**config.mk**
```make
export PLATFORM = sky130hd
export DESIGN_NAME = vic_top
export DESIGN_NICKNAME = d
export VERILOG_FILES = /design/src/rtl/vic_pkg.sv /design/src/rtl/vic_regfile.sv /design/src/rtl/vic_arbiter.sv /design/src/rtl/vic_top.sv
export SDC_FILE = /design/constraint.sdc
export NUM_CORES = 2
export LEC_CHECK = 0
export ABC_AREA = 1
export ABC_CLOCK_PERIOD_IN_PS = 29100
export CELL_PAD_IN_SITES_DETAIL_PLACEMENT = 1
export CELL_PAD_IN_SITES_GLOBAL_PLACEMENT = 1
export CORE_AREA = 5 5 325 327
export DETAILED_ROUTE_END_ITERATION = 6
export DIE_AREA = 0 0 330 332
export DONT_BUFFER_PORTS = 1
export HOLD_SLACK_MARGIN = 0.06
export PLACE_DENSITY_LB_ADDON = 0.1
export SLEW_MARGIN = 20
export SYNTH_ARGS = -nofsm -noshare
export SYNTH_HDL_FRONTEND = slang
export SYNTH_SLANG_ARGS = --single-unit
```
**constraint.sdc**
```tcl
create_clock -name clk -period 29.1 [get_ports clk]
set_input_delay 0 -clock clk [delete_from_list [all_inputs] [get_ports clk]]
set_output_delay 0 -clock clk [all_outputs]
set_load 0.02 [all_outputs]
```
**src/rtl/vic_pkg.sv**
```systemverilog
package vic_pkg;

    localparam int PRIO_W = 3;
    localparam int ADDR_W = 8;

    typedef enum logic [1:0] {
        GRP_CTRL = 2'b00,
        GRP_PRIO = 2'b01,
        GRP_VEC  = 2'b10,
        GRP_NONE = 2'b11
    } reg_grp_e;

    localparam logic [5:0] OFS_ENABLE = 6'd0;
    localparam logic [5:0] OFS_SET    = 6'd1;
    localparam logic [5:0] OFS_CLEAR  = 6'd2;

    typedef struct packed {
        logic              active;
        logic [PRIO_W-1:0] level;
    } svc_t;

    function automatic reg_grp_e grp_of(input logic [ADDR_W-1:0] a);
        return reg_grp_e'(a[7:6]);
    endfunction

    // Priority numbers below this value may be requested.
    function automatic logic [PRIO_W:0] ceiling(input svc_t s);
        return s.active ? {1'b0, s.level} : {1'b1, {PRIO_W{1'b0}}};
    endfunction

endpackage

```
**src/rtl/vic_regfile.sv**
```systemverilog
module vic_regfile
    import vic_pkg::*;
#(
    parameter int NUM_LINES = 32,
    parameter int VEC_W     = 16,
    parameter int DATA_W    = 32
) (
    input  logic                             clk,
    input  logic                             rst,
    input  logic [NUM_LINES-1:0]             irq_in,
    input  logic                             wr_en,
    input  logic [ADDR_W-1:0]                addr,
    input  logic [DATA_W-1:0]                wr_data,
    input  logic [NUM_LINES-1:0]             ack_clr,
    output logic [DATA_W-1:0]                rd_data,
    output logic [NUM_LINES-1:0]             en_q,
    output logic [NUM_LINES-1:0]             pend_q,
    output logic [NUM_LINES-1:0][PRIO_W-1:0] prio_q,
    output logic [NUM_LINES-1:0][VEC_W-1:0]  vec_q,
    output logic [NUM_LINES-1:0]             en_n,
    output logic [NUM_LINES-1:0]             pend_n,
    output logic [NUM_LINES-1:0][PRIO_W-1:0] prio_n,
    output logic [NUM_LINES-1:0][VEC_W-1:0]  vec_n,
    output logic [NUM_LINES-1:0]             set_mask
);

    logic [NUM_LINES-1:0] irq_prev;
    logic [NUM_LINES-1:0] sw_set, sw_clr, rise;
    reg_grp_e             grp;
    logic [5:0]           idx;

    assign grp  = grp_of(addr);
    assign idx  = addr[5:0];
    assign rise = irq_in & ~irq_prev;

    always_comb begin
        en_n   = en_q;
        sw_set = '0;
        sw_clr = '0;
        if (wr_en && grp == GRP_CTRL) begin
            if (idx == OFS_ENABLE) en_n   = wr_data[NUM_LINES-1:0];
            if (idx == OFS_SET)    sw_set = wr_data[NUM_LINES-1:0];
            if (idx == OFS_CLEAR)  sw_clr = wr_data[NUM_LINES-1:0];
        end
        set_mask = sw_set | rise;
        pend_n   = (pend_q & ~sw_clr & ~ack_clr) | set_mask;
    end

    for (genvar i = 0; i < NUM_LINES; i++) begin : g_line
        always_comb begin
            prio_n[i] = prio_q[i];
            vec_n[i]  = vec_q[i];
            if (wr_en && idx == 6'(i)) begin
                if (grp == GRP_PRIO) prio_n[i] = wr_data[PRIO_W-1:0];
                if (grp == GRP_VEC)  vec_n[i]  = wr_data[VEC_W-1:0];
            end
        end

        always_ff @(posedge clk) begin
            if (rst) begin
                prio_q[i] <= '0;
                vec_q[i]  <= '0;
            end else begin
                prio_q[i] <= prio_n[i];
                vec_q[i]  <= vec_n[i];
            end
        end

        assert_edge_sets_R2: assert property (@(posedge clk) disable iff (rst)
            (irq_in[i] && !irq_prev[i]) |=> pend_q[i]);
    end

    always_ff @(posedge clk) begin
        if (rst) begin
            en_q     <= '0;
            pend_q   <= '0;
            irq_prev <= '0;
        end else begin
            en_q     <= en_n;
            pend_q   <= pend_n;
            irq_prev <= irq_in;
        end
    end

    always_comb begin
        rd_data = '0;
        case (grp)
            GRP_CTRL: begin
                if (idx == OFS_ENABLE) rd_data = DATA_W'(en_q);
                if (idx == OFS_SET || idx == OFS_CLEAR) rd_data = DATA_W'(pend_q);
            end
            GRP_PRIO: for (int i = 0; i < NUM_LINES; i++)
                if (idx == 6'(i)) rd_data = DATA_W'(prio_q[i]);
            GRP_VEC: for (int i = 0; i < NUM_LINES; i++)
                if (idx == 6'(i)) rd_data = DATA_W'(vec_q[i]);
            default: rd_data = '0;
        endcase
    end

endmodule

```
**src/rtl/vic_arbiter.sv**
```systemverilog
module vic_arbiter
    import vic_pkg::*;
#(
    parameter int NUM_LINES = 32,
    parameter int VEC_W     = 16,
    localparam int ID_W     = $clog2(NUM_LINES)
) (
    input  logic [NUM_LINES-1:0]             elig,
    input  logic [NUM_LINES-1:0][PRIO_W-1:0] prio,
    input  logic [NUM_LINES-1:0][VEC_W-1:0]  vec,
    input  logic [PRIO_W:0]                  limit,
    output logic                             hit,
    output logic [ID_W-1:0]                  id,
    output logic [VEC_W-1:0]                 vec_o
);

    logic [PRIO_W:0] best;

    // Strict less-than keeps the lowest index on a tie.
    always_comb begin
        best = limit;
        hit  = 1'b0;
        id   = '0;
        for (int i = 0; i < NUM_LINES; i++) begin
            if (elig[i] && {1'b0, prio[i]} < best) begin
                best = {1'b0, prio[i]};
                hit  = 1'b1;
                id   = ID_W'(i);
            end
        end
        vec_o = vec[id];
    end

endmodule

```
**src/rtl/vic_top.sv**
```systemverilog
module vic_top
    import vic_pkg::*;
#(
    parameter int NUM_LINES = 32,
    parameter int VEC_W     = 16,
    parameter int DATA_W    = 32,
    localparam int ID_W     = $clog2(NUM_LINES)
) (
    input  logic                  clk,
    input  logic                  rst,
    input  logic [NUM_LINES-1:0]  irq_in,
    input  logic                  reg_wr,
    input  logic [ADDR_W-1:0]     reg_addr,
    input  logic [DATA_W-1:0]     reg_wdata,
    output logic [DATA_W-1:0]     reg_rdata,
    output logic                  cpu_req,
    output logic [ID_W-1:0]       cpu_id,
    output logic [VEC_W-1:0]      cpu_vec,
    input  logic                  cpu_ack,
    input  logic                  cpu_done
);

    logic [NUM_LINES-1:0]             en_q, pend_q, en_n, pend_n, set_mask, ack_clr;
    logic [NUM_LINES-1:0][PRIO_W-1:0] prio_q, prio_n;
    logic [NUM_LINES-1:0][VEC_W-1:0]  vec_q, vec_n;
    logic                             fire, hit;
    logic [ID_W-1:0]                  win_id;
    logic [VEC_W-1:0]                 win_vec;
    svc_t                             svc_q, svc_n;

    assign fire    = cpu_ack && cpu_req;
    assign ack_clr = fire ? (NUM_LINES'(1) << cpu_id) : '0;

    vic_regfile #(.NUM_LINES(NUM_LINES), .VEC_W(VEC_W), .DATA_W(DATA_W)) u_regs (
        .clk(clk), .rst(rst), .irq_in(irq_in),
        .wr_en(reg_wr), .addr(reg_addr), .wr_data(reg_wdata),
        .ack_clr(ack_clr), .rd_data(reg_rdata),
        .en_q(en_q), .pend_q(pend_q), .prio_q(prio_q), .vec_q(vec_q),
        .en_n(en_n), .pend_n(pend_n), .prio_n(prio_n), .vec_n(vec_n),
        .set_mask(set_mask)
    );

    always_comb begin
        svc_n = svc_q;
        if (fire) begin
            svc_n.active = 1'b1;
            svc_n.level  = prio_q[cpu_id];
        end else if (cpu_done) begin
            svc_n = '0;
        end
    end

    // Selection runs on next-state values so outputs track state at the same edge.
    vic_arbiter #(.NUM_LINES(NUM_LINES), .VEC_W(VEC_W)) u_arb (
        .elig(pend_n & en_n), .prio(prio_n), .vec(vec_n),
        .limit(ceiling(svc_n)), .hit(hit), .id(win_id), .vec_o(win_vec)
    );

    always_ff @(posedge clk) begin
        if (rst) begin
            cpu_req <= 1'b0;
            cpu_id  <= '0;
            cpu_vec <= '0;
            svc_q   <= '0;
        end else begin
            cpu_req <= hit;
            cpu_id  <= win_id;
            cpu_vec <= win_vec;
            svc_q   <= svc_n;
        end
    end

    assert_reset_idle_R1: assert property (@(posedge clk)
        rst |=> !cpu_req);

    assert_req_enabled_R4: assert property (@(posedge clk) disable iff (rst)
        cpu_req |-> (pend_q[cpu_id] && en_q[cpu_id]));

    assert_vec_match_R7: assert property (@(posedge clk) disable iff (rst)
        cpu_req |-> cpu_vec == vec_q[cpu_id]);

    assert_idle_no_req_R8: assert property (@(posedge clk) disable iff (rst)
        ((pend_q & en_q) == '0) |-> !cpu_req);

    assert_ack_clears_R9: assert property (@(posedge clk) disable iff (rst)
        (fire && !set_mask[cpu_id]) |=> !pend_q[$past(cpu_id)]);

    assert_preempt_only_R10: assert property (@(posedge clk) disable iff (rst)
        (cpu_req && svc_q.active) |-> prio_q[cpu_id] < svc_q.level);

endmodule

```
* Yosys cells after proc, flatten, opt, wreduce, memory -nomap -nowiden
Cells that the tools add are included.
Word-level totals: register bits after elaboration 730, logic and storage cells 521, bits of input ports 77, output and inout bits 54
Operators by class: equal/unequal tests 33, shift-type cells 1, bitwise logic cells 9, order comparisons 34, multiplexer cells 303, reductions and logical operators 69
Operator list (count):
- $mux W16 | 97
- $mux W3 | 101
- $mux W32 | 9
- $mux W4 | 42
- $and A32 B32 Y32 | 4
- $lt A3 B4 Y1 | 32
- $eq A6 B5 Y1 const B | 16
- $not A32 Y32 | 3
- $pmux W32 S3 | 1
- $bmux W16 S5 | 1
- $mux W5 | 16
- $logic_and A1 B1 Y1 | 66
- $or A32 B32 Y32 | 2
- $eq A6 B4 Y1 const B | 8
- $mux W1 | 33
- $shl A1 B5 Y32 const A | 1
- $eq A6 B3 Y1 const B | 4
- $bmux W3 S5 | 1
- $eq A6 B2 Y1 const B | 2
- $lt A5 B6 Y1 const B | 2
- $eq A6 B1 Y1 const B | 1
- $logic_not A6 Y1 | 1
- $mux W2 | 2
- $eq A2 B1 Y1 const B | 1
- 3 further kinds | 3

* Logic depth before layout (Yosys ltp)
depth after elaboration 105, depth in mapped cells 247, depth with buffers taken out 241

* By module
A second synthesis with hierarchy kept.
Unflattened totals: cell total of the unflattened synthesis 8040, area, all modules 48262.5 um^2
Modules (own cells, without submodules):
- vic_regfile | cells each 5116, times used 1, area each 33823.7 um^2
- vic_arbiter | cells each 2450, times used 1, area each 12039.0 um^2
- vic_top | cells each 474, times used 1, area each 2399.8 um^2

* Worst setup path after synthesis
Ideal clock, no wire load.
path kind register to register, start register cpu_id[0], end register cpu_vec[10], required time 28.988 ns, cell stages (with the launch flop) 204, setup slack 1.611 ns, period minus slack after synthesis 27.489 ns, arrival time 27.377 ns, library setup time 0.112 ns, cell sequence dfxtp_1 -> buf_6 -> nor2_4 -> buf_4 -> inv_1 -> clkbuf_1 -> o22ai_1 -> a21oi_1 -> o211ai_1 -> o311ai_0 -> a21oi_1 -> a311o_1 -> nand2_1 -> ha_1 -> nand2_1 -> nand2_1 -> nand2_2 -> nand2_2 -> [168 not listed] -> nand2_1 -> nand2_1 -> buf_6 -> nand2_1 -> o21ai_0 -> ha_1 -> a211oi_2 -> nand2_8 -> nand2_8 -> buf_12 -> buf_8 -> nand2_1 -> nand3_1 -> nand3_1 -> nand3_1 -> nand2_1 -> nand2_1 -> nand2_1
On the way: word-level cells in the longest chain between the ends 103, elaborated cells between the ends (all ways) 138, those cells by class 32 x order compare; 1 x shift; 69 x mux; 4 x bitwise; 32 x reduce/logical
RTL lines:
- start: declaration | RTL line vic_top.sv:17 | output logic [ID_W-1:0] cpu_id,
- start signal: assignment | RTL line vic_top.sv:67 | cpu_id <= win_id;
- branches (longest 100 deep; another with $lt A3 B4 Y1)
- $mux W5 (*) | RTL line vic_arbiter.sv:25 | if (elig[i] && {1'b0, prio[i]} < best) begin
- $bmux W16 S5 (*) | RTL line vic_arbiter.sv:31 | vec_o = vec[id];
- $mux W16 (not written as such) (*) | RTL line vic_arbiter.sv:31
- end signal: assignment | RTL line vic_top.sv:68 | cpu_vec <= win_vec;
- end: declaration | RTL line vic_top.sv:18 | output logic [VEC_W-1:0] cpu_vec,
Every way passes the cells marked *. The select of a mux whose other input is x is not followed. A chain may end at the register's enable or synchronous reset.

* Worst setup path in the final report
start register cpu_id[1], end register cpu_vec[4]
The elaborated chain is that of the path after synthesis.

==> results.json <==
{
  "status": "finished with violations",
  "violations": "design-rule violations",
  "critPathRequiredTime_ns": 29.68,
  "whs_ns": 0.146,
  "dieHeight_um": 332,
  "ys_seq_area_share_pct": 34.3,
  "portBuffers": 0,
  "final_core_utilization_pct": 57.2,
  "place_ws_ns": -1.82,
  "worst_ep_arrival_time_ns": 28.47,
  "crit_path_max_fanout": 14,
  "synth_area_leaders": "dfxtp_1, nand3_1, nor2_1",
  "vdd_drop_max_mv": 0.0453,
  "wl_per_cell_um": 27.9,
  "syn_area_um2": 42600,
  "period_minus_slack_ns": 27.89,
  "clock.fmax_mhz": 35.9,
  "grt_remaining_overflow": 0,
  "layout_common_cells": "nor2_1, inv_1, nand2_1",
  "synth-seq-cells": 730,
  "slew_viol_final": 0,
  "yosys_warnings": 0,
  "via_per_inst": 6.18,
  "drt_iter0_drc": 6054,
  "final.setup.tns_ns": 0,
  "numCtsBuffers": 91,
  "ant_nets": 0,
  "start_util_pct": 41.5,
  "layout-drive-gt1-share_pct": 14.9,
  "synthArstFlopShare_pct": 0,
  "antenna_found_initial": 7,
  "tightest_slew_ns": 1.24,
  "grt_use_total_pct": 41.1,
  "synth_cells": 6330,
  "synth_ff_type": "dfxtp_1",
  "clockBufferDepth": 3,
  "gp_congestion": 1.00,
  "totalWireLength_um": 244000,
  "setup_viol": 0,
  "cp_top_family": "simple AND/OR/NAND/NOR gates",
  "powerDensity_nw_per_um2": 41.8,
  "syn2layout_area_growth_pct": 37.9,
  "hold_class": "input pin to register",
  "die_w_um": 330,
  "critical_path_class": "register to register",
  "layout_setup_ws_ns": 1.21,
  "critPathMostFrequentCell": "nand2_1",
  "grt_pass1_vias": 54500,
  "worstSetupStartpointType": "register",
  "core-area_um2": 103000,
  "power.total_mw": 2.45,
  "cts.sinks": 730,
  "ioPinCount": 131,
  "htreeDepth": 3,
  "clk_pin_slew_ns": 0.06,
  "syn_avg_cell_area_um2": 6.73,
  "leakagePower_nw": 26.1,
  "num_vias": 54100,
  "grt_start_max_net_pins": 400,
  "slowest_stage": "dfxtp_4",
  "fin_nets": 7433,
  "hold_violations": 0,
  "grt_pass1_wl_um": 346000,
  "synth_top_area_share_pct": 34.3,
  "synth_area_leader_cell": "dfxtp_1",
  "clock_latency_ns": 0.70,
  "drc": 1,
  "cpPeakStageDelay_ns": 0.36,
  "multi_input_comb_area_um2": 23000,
  "cts_root_buf": "clkbuf_16",
  "period_share_pct": 95.8,
  "synth.distinct_cells": 65,
  "dp_hpwl_um": 150000,
  "maxSlewHeadroom_pct": 17.2,
  "cp-end-kind": "register",
  "critPathBufInv": 23,
  "rows": 118,
  "synth_nets": 6471,
  "drt_first_pass_iters": 7,
  "synth_edf_count": 0,
  "final_common_cell": "nor2_1",
  "finClkSkew_ns": 0.0184,
  "dieArea_um2": 110000,
  "n_fill_cell": 12900,
  "seq_area_um2": 14600,
  "drv_cap": 0,
  "cts_tree": "built"
}
[worst register-to-register path: cells and delay by family, from the launching register on]
kind                     cells  cell delay (ns)
flip-flops                   1             0.36
AO/OA/AOI/OAI               40             3.96
buffers and inverters       23             2.49
adder cells (fa/ha/maj)     32             9.21
AND/OR/NAND/NOR            144            11.81
[metrics by stage]
| step | instances | instance area [µm²] |
|---|---|---|
| 4_1_cts | 8679 | 56700 |
| 3_5_place_dp | 7723 | 45600 |
| 6_report | 8752 | 58700 |
| 3_3_place_gp | 7723 | 45600 |
| 5_1_grt | 8746 | 58700 |
| 2_1_floorplan | 6330 | 42600 |
[per-layer routing]
layer | GRT usage, % | up-vias | share of wire, % | routed length (µm)
li1 | - | 23200 | - | -
met1 | 49.4 | 26500 | 37 | 91000
met2 | 63.3 | 3367 | 43 | 105000
met3 | 12.4 | 1019 | 12 | 28300
met4 | 27.6 | 8 | 8.2 | 20000
met5 | 0 | - | 0.020 | 48
[synth_stat cells (all sizes together), types with 2 or more instances]
library cell  count
nand2           948
nor2            915
inv             876
nand3           814
dfxtp           730
o21ai           474
o22ai           309
a22oi           272
clkbuf          237
buf             201
a21oi           193
a221oi           64
ha               64
o221ai           53
o211ai           44
clkinv           17
nor3             17
o2111ai          17
a211oi           15
nand4            14
or2               9
a21boi            8
a31oi             6
and3              5
o21a              5
o311ai            5
o32ai             3
and2              2
dlygate4sd3       2
dlymetal6s2s      2
[what timing repair did]
action	4_1_cts	5_1_grt
setup endpoints to repair	22	22
hold buffers	783	1
setup buffers	5	48
gates resized for setup	58	292
pin swaps	1	78
cloned	1	17
hold endpoints to repair	729	1
[power by group]
part           internal (mW)  switching (mW)
Combinational         0.0636           0.140
Clock                  0.730           0.506
Sequential              1.01         0.00611
Total                   1.80           0.652
[kinds of logic after synthesis]
logic type	count (synthesis)	share of synthesized area, %
simple gates	2725	27.6
compound gates	1475	21.8
buf+inv	1336	14.3
fa+ha+maj	64	1.88
flops	730	34.3
[sequential cells by signal, summed over array words and instances, names as in the netlist]
signal,flops
u_regs.vec_q,512
u_regs.pend_q,32
u_regs.en_q,32
u_regs.prio_q,96
cpu_vec,16
u_regs.irq_prev,32
cpu_req,1
cpu_id,5
svc_q,4
[final cells by class]
class                           instances  share of cell area [%]
Antenna cell                            6                  0.0256
Timing Repair Buffer                 1311                    21.9
Multi-Input combinational cell       4264                    39.1
Tap cell                             1380                    2.94
Timing Repair inverter                  1                  0.0128
Clock inverter                         29                   0.705
Clock buffer                          138                    4.68
Sequential cell                       730                    24.9
Inverter                              893                    5.75
[worst paths after layout]
check	start	slack (ns)	cells past startpoint	end
worst max-delay path	cpu_id[1]	1.21	239	cpu_vec[4]
worst min-delay path	reg_wdata[0]	0.15	3	u_regs.pend_q[0]
worst max register to register	cpu_id[1]	1.21	239	cpu_vec[4]
worst min register to register	u_regs.prio_q[95]	0.74	2	u_regs.prio_q[95]
No activity file was read; power rests on OpenSTA's default activity.
